File: config.mk
export PLATFORM = sky130hd
export DESIGN_NAME = rcause_status
export DESIGN_NICKNAME = d
export VERILOG_FILES = /design/src/rtl/rcause_pkg.sv /design/src/rtl/rcause_bit.sv /design/src/rtl/rcause_rsp.sv /design/src/rtl/rcause_status.sv
export SDC_FILE = /design/constraint.sdc
export NUM_CORES = 1
export LEC_CHECK = 0
export ABC_AREA = 1
export BUFFER_PORTS_ARGS = -buffer_cell sky130_fd_sc_hd__buf_2
export CAP_MARGIN = 5
export CORE_UTILIZATION = 30
export DETAILED_ROUTE_END_ITERATION = 8
export PLACE_DENSITY = 0.62
export SLEW_MARGIN = 25
export SYNTH_ARGS = -nofsm -noshare
export SYNTH_HDL_FRONTEND = slang
export SYNTH_HIERARCHICAL = 1
export SYNTH_SLANG_ARGS = --single-unit
File: constraint.sdc
create_clock -name clk -period 3.45 [get_ports clk]
set_input_delay 0.345 -clock clk [delete_from_list [all_inputs] [get_ports clk]]
set_output_delay 0.345 -clock clk [all_outputs]
set_load 0.01 [all_outputs]
File: src/rtl/rcause_pkg.sv
// Package: shared constants for the reset cause register.
// Assumes one 32-bit word holding four cause flags at fixed bit positions.
package rcause_pkg;
    localparam int unsigned NUM_CAUSE = 4;
    localparam int unsigned POR_BIT    = 0;
    localparam int unsigned LOWPWR_BIT = 1;
    localparam int unsigned DBG_BIT    = 2;
    localparam int unsigned PERIPH_BIT = 3;
endpackage

File: src/rtl/rcause_bit.sv
// Module: one sticky cause flag.
// It is set by a hardware pulse and cleared by a software write-one.
// A set wins over a clear in the same cycle. Reset loads RST_VAL.
// Assumes set_i and clr_i are synchronous to clk.
module rcause_bit #(
    parameter logic RST_VAL = 1'b0
) (
    input  logic clk,
    input  logic rst_n,
    input  logic set_i,
    input  logic clr_i,
    output logic q
);
    // Flag register: the hardware set has priority over the software clear.
    always_ff @(posedge clk) begin
        if (!rst_n)     q <= RST_VAL;
        else if (set_i) q <= 1'b1;
        else if (clr_i) q <= 1'b0;
    end

    AST_SET_WINS:  assert property (@(posedge clk) disable iff (!rst_n)
        set_i |=> q);
    AST_CLR_TAKES: assert property (@(posedge clk) disable iff (!rst_n)
        (clr_i && !set_i) |=> !q);
    AST_IDLE_HOLD: assert property (@(posedge clk) disable iff (!rst_n)
        (!set_i && !clr_i) |=> $stable(q));
endmodule

File: src/rtl/rcause_rsp.sv
// Module: read response stage.
// It registers the read data and the valid strobe one cycle after a read request.
// Assumes at most one request per cycle.
// A read that misses the register address returns zero.
module rcause_rsp #(
    parameter int unsigned DATA_W = 32
) (
    input  logic              clk,
    input  logic              rst_n,
    input  logic              rd_req,
    input  logic              rd_hit,
    input  logic [DATA_W-1:0] word_i,
    output logic              rsp_valid,
    output logic [DATA_W-1:0] rsp_rdata
);
    // Response register: capture the word on a hit, zero on a miss.
    always_ff @(posedge clk) begin
        if (!rst_n) begin
            rsp_valid <= 1'b0;
            rsp_rdata <= '0;
        end else begin
            rsp_valid <= rd_req;
            if (rd_req) rsp_rdata <= rd_hit ? word_i : '0;
        end
    end

    AST_RD_LATENCY: assert property (@(posedge clk) disable iff (!rst_n)
        rd_req |=> rsp_valid);
    AST_NO_STRAY_RSP: assert property (@(posedge clk) disable iff (!rst_n)
        !rd_req |=> !rsp_valid);
endmodule

File: src/rtl/rcause_status.sv
// Module: reset cause status register (top).
// Holds four sticky cause flags, which software reads and clears by writing ones.
// Assumes the event inputs are single-cycle pulses synchronous to clk.
// Assumes full 32-bit accesses with no byte enables.
module rcause_status
    import rcause_pkg::*;
#(
    parameter int unsigned      ADDR_W   = 8,
    parameter int unsigned      DATA_W   = 32,
    parameter logic [ADDR_W-1:0] REG_ADDR = '0
) (
    input  logic              clk,
    input  logic              rst_n,
    input  logic              req_valid,
    input  logic              req_write,
    input  logic [ADDR_W-1:0] req_addr,
    input  logic [DATA_W-1:0] req_wdata,
    output logic              rsp_valid,
    output logic [DATA_W-1:0] rsp_rdata,
    input  logic              lowpwr_evt,
    input  logic              dbg_evt,
    input  logic              periph_evt,
    output logic              periph_cause
);
    localparam int unsigned PAD_W = DATA_W - NUM_CAUSE;

    logic                 addr_hit;
    logic                 wr_hit;
    logic                 rd_req;
    logic [NUM_CAUSE-1:0] set_vec;
    logic [NUM_CAUSE-1:0] cause_q;
    logic [DATA_W-1:0]    cause_word;
    logic                 unused_wdata_hi;

    // Decode: match the register address and split reads from writes.
    always_comb begin
        addr_hit = req_valid && (req_addr == REG_ADDR);
        wr_hit   = addr_hit && req_write;
        rd_req   = req_valid && !req_write;
    end

    // Event routing: the power-on flag has no hardware set path.
    always_comb begin
        set_vec             = '0;
        set_vec[LOWPWR_BIT] = lowpwr_evt;
        set_vec[DBG_BIT]    = dbg_evt;
        set_vec[PERIPH_BIT] = periph_evt;
    end

    for (genvar i = 0; i < NUM_CAUSE; i++) begin : g_cause
        rcause_bit #(
            .RST_VAL(i == POR_BIT)
        ) u_bit (
            .clk  (clk),
            .rst_n(rst_n),
            .set_i(set_vec[i]),
            .clr_i(wr_hit && req_wdata[i]),
            .q    (cause_q[i])
        );
    end

    assign cause_word      = {{PAD_W{1'b0}}, cause_q};
    assign unused_wdata_hi = ^req_wdata[DATA_W-1:NUM_CAUSE];
    assign periph_cause    = cause_q[PERIPH_BIT];

    rcause_rsp #(
        .DATA_W(DATA_W)
    ) u_rsp (
        .clk      (clk),
        .rst_n    (rst_n),
        .rd_req   (rd_req),
        .rd_hit   (addr_hit),
        .word_i   (cause_word),
        .rsp_valid(rsp_valid),
        .rsp_rdata(rsp_rdata)
    );

    AST_POR_NO_SET: assert property (@(posedge clk) disable iff (!rst_n)
        !cause_q[POR_BIT] |=> !cause_q[POR_BIT]);
    AST_UPPER_ZERO: assert property (@(posedge clk) disable iff (!rst_n)
        rsp_valid |-> (rsp_rdata[DATA_W-1:NUM_CAUSE] == '0));
    AST_MISS_NO_CLEAR: assert property (@(posedge clk) disable iff (!rst_n)
        (req_valid && req_write && !addr_hit && set_vec == '0) |=> $stable(cause_q));
    AST_EVT_SETS: assert property (@(posedge clk) disable iff (!rst_n)
        dbg_evt |=> cause_q[DBG_BIT]);
endmodule

Word level (Yosys, flattened, before mapping) --
Cells that the tools add are included.
Storage, ports and cells: bits in registers 37, latch bits 0, bits in writable memories 0, memory bits (read-only) 0, input port bits 47, output and inout bits 34, logic and storage cells 25, memories kept 0
Operators by class: $add $sub $neg 0, multiply operators 0, divide/modulo/power cells 0, order comparisons 0, eq/ne operators 0, shift operators 0, mux-type cells 7, bitwise operators 0, reductions and logical operators 12
Operator list (count):
- $logic_not 8->1 | 1
- $logic_and 1x1->1 | 7
- $mux 1 | 6
- $reduce_bool 2->1 | 3
- $mux 4 | 1
- $logic_not 1->1 | 1

Depth between registers and ports, before layout --
depth after elaboration 6, gate-level depth with buffers 8, mapped depth without buffers 8

Cells and area by module --
The synthesis kept the hierarchy.
By module, submodules not included:
- rcause_rsp | instances 1, cells an instance 146, area each 1320.0 µm², seq. area each 660.6 µm²
- rcause_bit (g_cause[1].u_bit ...) | instances 3, cells an instance 6, area each 43.8 µm², seq. area each 20.0 µm²
- rcause_status | instances 1, cells an instance 19, area each 91.3 µm², seq. area each 0.0 µm²
- rcause_bit (g_cause[0].u_bit) | instances 1, cells an instance 6, area each 41.3 µm², seq. area each 20.0 µm²

Worst setup path before layout --
Ideal clock, no wire load.
path type in2reg, from input port req_addr[1], to register u_rsp.rsp_rdata[3], library setup time 0.066 ns, data arrival time 1.263 ns, required time 3.384 ns, slack 2.120 ns, cell stages on the path 6, buffers on the path 1, cell sequence or2_1 nor2_2 and2_1 buf_6 nand3_1 a21oi_2
Between the ends: word-level cells in the longest chain between the ends 3
RTL lines:
- start, declared | line rcause_status.sv:16 | input logic [ADDR_W-1:0] req_addr,
- $logic_not 8->1 | line rcause_status.sv:37 | addr_hit = req_valid && (req_addr == REG_ADDR);
- $logic_and 1x1->1 | line rcause_status.sv:37
- net addr_hit | line rcause_status.sv:27 | logic addr_hit;
- $mux 4 | line rcause_rsp.sv:23 | if (rd_req) rsp_rdata <= rd_hit ? word_i : '0;
- end signal, assigned | line rcause_rsp.sv:23
- end, declared | line rcause_rsp.sv:14 | output logic [DATA_W-1:0] rsp_rdata
The timed path passes the listed nets, and every way through them passes these cells. A chain may end at the register's enable or synchronous reset.

Worst setup path in the final report --
from input port req_addr[1], to register u_rsp.rsp_rdata[2]
The elaborated chain is that of the path after synthesis.

==> flow_summary.yaml <==
final_layout:
  area_growth_syn_to_layout_pct: 25.75
  final_util: 0.3900
  layout.nets: 312
  design_area_mm2: 0.001992
  insertedDiodeCount: 0
  fillers: 560
  layout-drive-gt1-share: 0.3409
  final_cell_mix: "buf_2, dfxtp_1, nand3_1"
  layoutNonFillerInstCount: 334
  final_common_cell: "buf_2"
logic_synthesis:
  yosysSeqAreaShare: 0.4676
  netlist_area_mm2: 0.001584
  synth.distinct_cells: 20
  synth_cells: 189
  yosysWarnings: 6
  ys_ff_latch: 37
  avgSynthCellArea_um2: 8.381
floorplanning:
  die_h_um: 74.67
  start_util: 0.3101
  io-pin-count: 81
  fp.dieW_um: 74.67
  std_cell_rows: 26
  die_area_mm2: 0.005575
  coreArea_mm2: 0.005107
place:
  dp_hpwl_mm: 2.035
  place_inst: 328
  io_buffers: 52
  gp_congestion: 0.6378
  place_area_mm2: 0.001918
  preCtsSetupSlack_ns: 1.406
critical_path:
  reg2reg_slack_ns: 2.79
  critPathRequiredTime_ns: 3.66
  reg2regPathDepth: 2
  r2r_start: "g_cause[3].u_bit/q"
  critPathLaunchType: "primary input"
  crit_fanout: 17
  path_class: "primary input to flip-flop"
  worstPathArrival_ns: 1.94
  r2r_end: "u_rsp/rsp_rdata[3]"
  endpoint_kind: "flip-flop"
drt:
  via_per_inst: 3.958
  totalWireLength_mm: 3.131
  drcViolationCount: 0
  dr_total_vias: 1322
  ant_nets: 0
  drt_iter0_markers: 44
  wl_per_cell_um: 9.374
  drt_pass1_iterations: 4
global_route:
  antenna_found_initial: 0
  grt_max_degree: 33
  grt.overflow.total: 0
  grt_pass1_vias: 1112
  grt_pass1_wl_mm: 5.009
  grt_usage: 0.1202
timing:
  fin_crit_ns: 1.729
  tightest_slew_ns: 0.8372
  drv_slew: 0
  slew_headroom: 0.4413
  rsz0062_at_grt: "false"
  fmax_mhz: 578.5
  finalSetupTns_ns: 0
  finalCritPeriodShare: 0.5010
  setup_viol: 0
  hold_violations: 0
  setup_ws_ns: 1.721
  timing.hold.ws_ns: 0.3061
  clock_skew_ns: 0.003347
min_path:
  hp-class: "primary input to flip-flop"
  hold_depth: 3
  hold_end: "g_cause[1].u_bit/q"
  hold_path.startpoint: "lowpwr_evt"
run:
  max_cap_violations: 0
cts:
  cts_buffer_depth: 2
  clk_pin_slew_ns: 0.07
  clk_latency_ns: 0.28
  ctsHoldBuffers: 0
  cts_buffers: 5
  ctsResizeCount: 0
  cts_setup_buffers: 0
  cts_tree: "built"
  cts.sinks: 37
  cts-htree-levels: 2
  cts_root_buf: "clkbuf_8"
power_and_ir_drop:
  finalPower_uw: 755.5
  p_per_area_mw_per_mm2: 379.3
  power.leakage_nw: 0.8941
  ir_worst_vdd_mv: 0.1398
outcome:
  status: "finished clean"
[worst max-delay path: stages]
cell     delay (ns)
buf_2          0.09
or2_1          0.22
nor2_2         0.13
and2_1         0.53
buf_4          0.33
nand3_1        0.12
a21oi_2        0.16
[cells in the mapped netlist]
master,count,share of area
dfxtp_1,37,0.47
nand3_1,32,0.10
nand2_1,29,0.069
a21oi_1,22,0.070
inv_1,18,0.043
a21oi_2,13,0.072
nand2_2,10,0.039
nor2_1,7,0.017
buf_6,6,0.043
clkbuf_8,3,0.026
clkbuf_1,2,0.0047
nor2_2,2,0.0079
and2_1,1,0.0040
buf_2,1,0.0032
buf_8,1,0.0095
conb_1,1,0.0024
inv_6,1,0.0055
nand3_2,1,0.0063
nor3_2,1,0.0063
or2_1,1,0.0040
[power by group]
| part | internal, mW | total, mW | leakage [nW] | switching [mW] |
|---|---|---|---|---|
| clock | 0.133 | 0.274 | 0.0399 | 0.141 |
| combinational | 0.0151 | 0.0501 | 0.555 | 0.0350 |
| sequential | 0.430 | 0.432 | 0.299 | 0.00168 |
| total | 0.578 | 0.755 | 0.894 | 0.178 |
[cell families after synthesis]
kind of cell | after synthesis | synth area share
other cells | 1 | 0.002367
compound gates | 35 | 0.1414
flops | 37 | 0.4676
simple gates | 84 | 0.2543
buf+inv | 32 | 0.1343
[how the worst max path moves through the flow]
| stage | from | end | slack [ns] |
|---|---|---|---|
| after floorplan | req_addr[1] | u_rsp/rsp_rdata[3] | 2.12 |
| after global placement | req_addr[1] | u_rsp/rsp_rdata[0] | 1.42 |
| after detailed placement | req_addr[1] | u_rsp/rsp_rdata[2] | 1.41 |
| after CTS | req_addr[1] | u_rsp/rsp_rdata[2] | 1.71 |
| after global routing | req_addr[1] | u_rsp/rsp_rdata[1] | 1.58 |
| final | req_addr[1] | u_rsp/rsp_rdata[2] | 1.72 |
[flip-flops by register name (all words and copies together) (netlist names)]
| register | flops |
|---|---|
| u_rsp/rsp_valid | 1 |
| u_rsp/rsp_rdata | 32 |
| g_cause.u_bit/q | 4 |
[cell type report]
type | count | area [um2] | area share
Timing Repair Buffer | 54 | 275.3 | 0.1382
Sequential cell | 37 | 740.7 | 0.3719
Clock buffer | 5 | 68.82 | 0.03455
Tap cell | 70 | 87.58 | 0.04397
Clock inverter | 1 | 5.005 | 0.002513
Multi-Input combinational cell | 148 | 738.2 | 0.3706
Inverter | 19 | 76.32 | 0.03832
[per-layer routing]
layer | vias up | GRT usage | share of wire
li1 | 727 | - | -
met1 | 549 | 0.1532 | 0.50
met2 | 39 | 0.1842 | 0.42
met3 | 7 | 0.03882 | 0.057
met4 | 0 | 0.05660 | 0.015
met5 | - | 0 | 0
Note: power is estimated with default switching activity, not from simulation.
